## src/rtl/irqmod_pkg.sv

```systemverilog
package irqmod_pkg;
    localparam int ADDR_W = 3;

    typedef enum logic [ADDR_W-1:0] {
        A_BURST_CTL = 3'd0,
        A_BURST_THR = 3'd1,
        A_IDLE_CTL  = 3'd2,
        A_IDLE_THR  = 3'd3,
        A_HI_LVL    = 3'd4
    } reg_addr_e;

    localparam int CTL_CLR = 0;
    localparam int CTL_EN  = 1;
    localparam int CTL_EXT = 2;
endpackage

```

## src/rtl/irqmod_timer.sv

```systemverilog
module irqmod_timer
    import irqmod_pkg::*;
#(
    parameter int THR_W = 16
) (
    input  logic             clk,
    input  logic             rst_n,
    input  logic             ctl_wr,
    input  logic             thr_wr,
    input  logic [THR_W-1:0] wr_data,
    input  logic             us_tick,
    input  logic             run,
    input  logic             restart,
    output logic             en,
    output logic             thr_zero,
    output logic             expire
);
    typedef struct packed {
        logic             en;
        logic             ext;
        logic [THR_W-1:0] thr;
        logic [THR_W-1:0] cnt;
    } tmr_state_t;

    tmr_state_t s_d, s_q;
    logic       tick;
    logic       at_last;

    always_comb begin
        s_d      = s_q;
        tick     = s_q.ext ? us_tick : 1'b1;
        at_last  = (s_q.thr != '0) && (s_q.cnt == s_q.thr - 1'b1);
        expire   = s_q.en && run && tick && at_last;
        if (restart) begin
            s_d.cnt = '0;
        end else if (s_q.en && run && tick && (s_q.thr != '0) && !at_last) begin
            s_d.cnt = s_q.cnt + 1'b1;
        end
        if (ctl_wr) begin
            if (wr_data[CTL_CLR]) begin
                s_d.en  = 1'b0;
                s_d.ext = 1'b0;
                s_d.cnt = '0;
            end else begin
                s_d.en  = wr_data[CTL_EN];
                s_d.ext = wr_data[CTL_EXT];
            end
        end
        if (thr_wr) begin
            s_d.thr = wr_data;
            s_d.cnt = '0;
        end
    end

    always_ff @(posedge clk or negedge rst_n) begin
        if (!rst_n) begin
            s_q <= '0;
        end else begin
            s_q <= s_d;
        end
    end

    assign en       = s_q.en;
    assign thr_zero = (s_q.thr == '0);

    AST_CLR_STOPS: assert property (@(posedge clk) disable iff (!rst_n)
        (ctl_wr && wr_data[CTL_CLR] && !thr_wr) |=> (!s_q.en && s_q.cnt == '0));

    AST_CNT_BELOW_LIMIT: assert property (@(posedge clk) disable iff (!rst_n)
        (s_q.thr != '0) |-> (s_q.cnt < s_q.thr));
endmodule

```

## src/rtl/irqmod_pend.sv

```systemverilog
module irqmod_pend #(
    parameter int PEND_W = 4
) (
    input  logic              clk,
    input  logic              rst_n,
    input  logic              lvl_wr,
    input  logic [PEND_W-1:0] lvl_data,
    input  logic              cmpl,
    input  logic              fire,
    input  logic              passthru,
    output logic              pend_nz,
    output logic              hi_irq
);
    localparam logic [PEND_W-1:0] PEND_MAX = {PEND_W{1'b1}};

    typedef struct packed {
        logic [PEND_W-1:0] pend;
        logic [PEND_W-1:0] lvl;
        logic              hi;
    } pend_state_t;

    pend_state_t       s_d, s_q;
    logic [PEND_W-1:0] base;
    logic              grow;

    always_comb begin
        s_d  = s_q;
        base = fire ? '0 : s_q.pend;
        grow = cmpl && (base != PEND_MAX);
        if (passthru) begin
            s_d.pend = '0;
            s_d.hi   = cmpl;
        end else begin
            s_d.pend = grow ? base + 1'b1 : base;
            s_d.hi   = grow && (s_q.lvl != '0) && (base + 1'b1 == s_q.lvl);
        end
        if (lvl_wr) begin
            s_d.lvl = lvl_data;
        end
    end

    always_ff @(posedge clk or negedge rst_n) begin
        if (!rst_n) begin
            s_q <= '0;
        end else begin
            s_q <= s_d;
        end
    end

    assign pend_nz = (s_q.pend != '0);
    assign hi_irq  = s_q.hi;

    AST_PASS_EMPTY: assert property (@(posedge clk) disable iff (!rst_n)
        passthru |=> (s_q.pend == '0));

    AST_PEND_GROWS: assert property (@(posedge clk) disable iff (!rst_n)
        (!passthru && !fire) |=> (s_q.pend >= $past(s_q.pend)));

    AST_HI_AT_LEVEL: assert property (@(posedge clk) disable iff (!rst_n)
        (s_q.hi && !$past(passthru)) |-> (s_q.pend == $past(s_q.lvl)));
endmodule

```

## src/rtl/irq_moderator.sv

```systemverilog
module irq_moderator
    import irqmod_pkg::*;
#(
    parameter int THR_W  = 16,
    parameter int PEND_W = 4
) (
    input  logic              clk,
    input  logic              rst_n,
    input  logic              cmpl,
    input  logic              us_tick,
    input  logic              wr_en,
    input  logic [2:0]        wr_addr,
    input  logic [THR_W-1:0]  wr_data,
    output logic              done_irq,
    output logic              hi_irq
);
    localparam int N_TMR = 2;

    typedef struct packed {
        logic done;
    } top_state_t;

    top_state_t       s_d, s_q;
    logic [N_TMR-1:0] en_v;
    logic [N_TMR-1:0] tz_v;
    logic [N_TMR-1:0] exp_v;
    logic             pend_nz;
    logic             passthru;
    logic             fire;

    for (genvar g = 0; g < N_TMR; g++) begin : g_tmr
        localparam bit IS_IDLE = (g == 1);
        localparam logic [2:0] CTL_A = IS_IDLE ? 3'(A_IDLE_CTL) : 3'(A_BURST_CTL);
        localparam logic [2:0] THR_A = IS_IDLE ? 3'(A_IDLE_THR) : 3'(A_BURST_THR);
        logic restart;

        // idle timer restarts on every completion, burst timer on the first one only
        assign restart = fire || (cmpl && (IS_IDLE || !pend_nz));

        irqmod_timer #(.THR_W(THR_W)) u_tmr (
            .clk      (clk),
            .rst_n    (rst_n),
            .ctl_wr   (wr_en && (wr_addr == CTL_A)),
            .thr_wr   (wr_en && (wr_addr == THR_A)),
            .wr_data  (wr_data),
            .us_tick  (us_tick),
            .run      (pend_nz),
            .restart  (restart),
            .en       (en_v[g]),
            .thr_zero (tz_v[g]),
            .expire   (exp_v[g])
        );
    end

    irqmod_pend #(.PEND_W(PEND_W)) u_pend (
        .clk      (clk),
        .rst_n    (rst_n),
        .lvl_wr   (wr_en && (wr_addr == 3'(A_HI_LVL))),
        .lvl_data (wr_data[PEND_W-1:0]),
        .cmpl     (cmpl),
        .fire     (fire),
        .passthru (passthru),
        .pend_nz  (pend_nz),
        .hi_irq   (hi_irq)
    );

    always_comb begin
        passthru = (en_v == '0) || |(en_v & tz_v);
        fire     = !passthru && pend_nz && |exp_v;
        s_d      = s_q;
        s_d.done = passthru ? cmpl : fire;
    end

    always_ff @(posedge clk or negedge rst_n) begin
        if (!rst_n) begin
            s_q <= '0;
        end else begin
            s_q <= s_d;
        end
    end

    assign done_irq = s_q.done;

    AST_DONE_NEEDS_PEND: assert property (@(posedge clk) disable iff (!rst_n)
        (!passthru && !pend_nz) |=> !done_irq);

    AST_PASS_TWIN: assert property (@(posedge clk) disable iff (!rst_n)
        passthru |=> (done_irq == hi_irq));

    AST_PASS_FOLLOW: assert property (@(posedge clk) disable iff (!rst_n)
        passthru |=> (done_irq == $past(cmpl)));
endmodule

```

## config.mk

```make
export PLATFORM = sky130hd
export DESIGN_NAME = irq_moderator
export DESIGN_NICKNAME = d
export VERILOG_FILES = /design/src/rtl/irqmod_pkg.sv /design/src/rtl/irqmod_timer.sv /design/src/rtl/irqmod_pend.sv /design/src/rtl/irq_moderator.sv
export SDC_FILE = /design/constraint.sdc
export NUM_CORES = 1
export LEC_CHECK = 0
export BUFFER_PORTS_ARGS = -buffer_cell sky130_fd_sc_hd__buf_2
export CAP_MARGIN = 20
export CORE_ASPECT_RATIO = 1.1
export CORE_UTILIZATION = 44
export DETAILED_ROUTE_END_ITERATION = 8
export GPL_TIMING_DRIVEN = 0
export PLACE_DENSITY_LB_ADDON = 0.3
export REMOVE_ABC_BUFFERS = 1
export SYNTH_ARGS = -nofsm -noshare
export SYNTH_HDL_FRONTEND = slang
export SYNTH_HIERARCHICAL = 1
export SYNTH_SLANG_ARGS = --single-unit
```

## constraint.sdc

```tcl
create_clock -name clk -period 7.95 [get_ports clk]
set_input_delay 1.1925 -clock clk [delete_from_list [all_inputs] [get_ports clk]]
set_output_delay 1.1925 -clock clk [all_outputs]
set_load 0.01 [all_outputs]
```

==> results by group <==
Synth
  • Xor and xnor area share after synthesis: 0.0717
  • Post-synth EDFFs: 0
  • Largest family of logic cells by synthesized area: simple AND/OR/NAND/NOR gates
  • Post-synth top flop: dfrtp_1
  • Synthesized cell area: 5360 µm²
  • Synth unique cells: 80
  • Synth warn: 6
  • Register area share after synthesis: 0.364
  • Adder-Cell Fraction of Synth Area: 0.0163
  • Seq cells post-synth: just under 80
  • Share of flip-flops with an asynchronous set or reset: 1.00
  • Synth Area in Compound Gates: 0.151
  • Synthesized area per cell: 9.52 µm²
  • Mapped Cells: 563
  • Multiplexer area fraction after synthesis: 0.0794
  • Post-Synth Simple-Gate Area: 0.271

Critical path
  • CP arrival: 5.04 ns
  • Buf+Inv Stages, Crit Path: 0
  • Worst path most repeated cell: nand2_1
  • CP max stage delay: between 0.7 and 0.8 ns
  • Slowest-stage cell, CP: nor4_4
  • CP Class: reg2reg
  • Startpoint types: flop
  • Delay-heaviest family, CP: simple AND/OR/NAND/NOR gates
  • WP data required: between 8 and 9 ns
  • CP startpoint: g_tmr[1].u_tmr/s_q[18]$_DFFE_PN0P_
  • Worst Setup End Kind: flop
  • Critical R2R Launch: g_tmr[1].u_tmr/s_q[18]$_DFFE_PN0P_
  • Worst path cell trace: nor4_4 -> nand2_1 -> a2111oi_2 -> nor4b_1 -> nand4_1 -> nor3b_1 -> o21ai_1 -> nor3b_2 -> and2b_2 -> ha_1 -> nand2_1 -> o21ai_4 -> nor4_1 -> a32o_1
  • Crit-path max FO: 14

Place
  • Port-buffer cells: 25
  • RD Place Congestion: 0.929
  • Dpl hpwl: 9.43 mm
  • Pre-CTS setup slack: 3.21 ns
  • Placed cell count: 708
  • Placed cell areas: around 5500 µm²

STA
  • Slew HR: 0.350
  • Hold_ws: 0.544 ns
  • Pin slew with the least headroom to its limit: 0.973 ns
  • Minimum clock period: between 4 and 5 ns
  • Setup ws final: roughly 3.2 ns
  • Final hold vios: 0
  • Finish-stage setup viols: 0
  • Slew Viols, Final: 0
  • Setup TNS: 0 ns
  • Max Fclk: 210 MHz
  • Tcrit/Tclk final: 0.600
  • RSZ-0062 raised after global routing: false
  • Setup Skew: roughly 0.0080 ns

Layout
  • Diodes inserted: 0
  • Post-route design area: a little under 6000 µm²
  • Nets: 600
  • Syn-to-layout area delta: 9.17%
  • Fillers: 1041
  • Non-Filler Instances: between 700 and 800
  • Ratio of cells with drive above 1 in the final layout: 0.182
  • End-of-flow core utilization: 0.503

CTS
  • Clk_lat worst skew: about 0.34 ns
  • Clock transition at path regs: 0.06 ns
  • Hold bufs inserted after CTS: 0
  • CTS Buf Count: 9
  • CTS tree: yes
  • Post_cts resized: 0
  • Number of buffers added for setup after CTS: 0
  • CTS root buf: clkbuf_16
  • H-tree depth: 3
  • Clock Sinks: 78
  • Longest Clk Path Bufs: 2

Drt
  • Routed Antenna Nets: 0
  • DR iter-0 viols: 216
  • Wire per inst: 17.9 µm
  • DRC errors left: 0
  • Vias/cell: 6.20
  • Via count: between 4000 and 5000
  • DRT Wirelength: 13.0 mm
  • 1st-pass router iterations: 5

Power and ir drop
  • Internal power: 0.906 mW
  • Peak supply drop: 0.113 mV
  • Power, Total: 1.35 mW
  • Switching Fraction: 0.331
  • Seq pwr share: 0.403
  • NetSw: roughly 0.45 mW
  • PD cells: ~230 nW/µm²
  • Combinational Power Share: 0.250
  • Clk pwr share: 0.347
  • Leak: 2.24 nW

GRT
  • First-pass GRT wire length: 22.0 mm
  • Gr ovfl total: 0
  • Vias in the first global route: between 4000 and 5000
  • Largest net degree at the start of global routing: between 70 and 80
  • Aggregate global-route resource usage: 0.220
  • Antenna violations before repair: 0

Floorplan
  • Starting Density: 0.460
  • Die X: approximately 110 µm
  • Die area: approximately 13000 µm²
  • Die Height: about 120 µm
  • Core Region: 11600 µm²
  • Cell Rows: 41
  • IO Pins: 26

Run status
  • Status: finished clean

Worst hold path
  • Worst Hold Launch: u_pend/s_q[2]$_DFFE_PN0P_
  • Worst Hold Class: reg2reg

Job
  • MaxCap Viol Count: 0
-- final cells by class --
cell class / count / area [µm²] / share of cell area
clock buffers: 9 / 225 / 0.0385
clock inverters: 6 / 111 / 0.0190
inverters: 12 / 45.0 / 0.00770
multi-input cells: 441 / 3160 / 0.541
flip-flops and latches: 78 / 1950 / 0.334
well taps: 150 / 188 / 0.0321
repair buffers: 27 / 166 / 0.0284
-- kinds of logic after synthesis --
| logic type | after synthesis |
|---|---|
| xor+xnor | 43 |
| simple gates | 231 |
| fa+ha+maj | 7 |
| compound gates | 122 |
| mux | 38 |
| buf+inv | 44 |
| flops | 78 |
-- registers in the layout (all words and copies together), names as in the netlist --
signal           count
u_pend/s_q           8
u_pend/hi_irq        1
done_irq             1
g_tmr.u_tmr/en       2
g_tmr.u_tmr/s_q     66
-- power groups by stage --
stage / sequential [mW] / combinational (mW) / clock, mW
floorplan: 0.523 / 0.259 / 0
global placement: 0.547 / 0.323 / 0
detailed placement: 0.551 / 0.335 / 0
CTS: 0.544 / 0.337 / 0.482
global route: 0.555 / 0.375 / 0.496
finish: 0.545 / 0.338 / 0.470
-- path summary, 6_finish.rpt --
| check | slack (ns) | end | cells past startpoint |
|---|---|---|---|
| max reg2reg | 3.18 | u_pend/hi_irq$_DFF_PN0_ | 14 |
| max in group asynchronous | 6.69 | g_tmr[1].u_tmr/s_q[23]$_DFFE_PN0P_ | 2 |
| max | 3.18 | u_pend/hi_irq$_DFF_PN0_ | 14 |
| min reg2reg | 0.54 | u_pend/s_q[2]$_DFFE_PN0P_ | 1 |
| min in group asynchronous | 0.68 | g_tmr[0].u_tmr/s_q[10]$_DFF_PN0_ | 1 |
| min | 0.54 | u_pend/s_q[2]$_DFFE_PN0P_ | 1 |
-- synth_stat cells, types with 4 or more instances --
library cell / n / share of area
dfrtp_1: 78 / 0.36
nand2_1: 40 / 0.028
a21oi_1: 36 / 0.034
mux2_2: 28 / 0.059
nor2_1: 26 / 0.018
or4_1: 25 / 0.035
nor3_1: 23 / 0.021
xnor2_1: 22 / 0.036
xor2_1: 20 / 0.033
o21ai_0: 19 / 0.018
o31ai_1: 19 / 0.027
nand4_1: 17 / 0.020
clkbuf_1: 13 / 0.0091
inv_1: 12 / 0.0084
nand3_1: 12 / 0.011
nor4_1: 10 / 0.012
o21ai_1: 9 / 0.0084
or3_1: 9 / 0.011
buf_6: 8 / 0.017
nand2b_1: 8 / 0.0093
ha_1: 7 / 0.016
and3_1: 6 / 0.0070
nand3b_1: 6 / 0.0084
and2_1: 5 / 0.0058
and4_1: 5 / 0.0082
mux2i_1: 5 / 0.0093
nor3b_1: 5 / 0.0070
buf_2: 4 / 0.0037
mux2_1: 4 / 0.0084
o211ai_1: 4 / 0.0056
-- worst reg2reg max path, delay by kind of cell (launching register included) --
kind            cells  cell delay, ns
simple gates        9            3.03
compound gates      4            0.97
flops               1            0.47
fa+ha+maj           1            0.23
-- layer usage --
metal	GRT usage	vias to the layer above	routed length [µm]	part of all wire
met5	0	-	0	0
met4	0.0651	0	153	0.012
met3	0.0299	13	431	0.033
met2	0.352	78	6330	0.49
met1	0.308	2247	6040	0.47
li1	-	2147	-	-
-- cells in the final DEF (no fill, tap or decap), types with 10 or more instances in the layout --
master   count
a21oi_1     36
buf_2       24
dfrtp_1     78
inv_1       12
mux2_2      28
nand2_1     40
nand3_1     12
nand4_1     17
nor2_1      24
nor3_1      23
nor4_1      10
o21ai_0     19
o31ai_1     19
or4_1       25
xnor2_1     22
xor2_1      20
No activity file was read; power rests on OpenSTA's default activity.
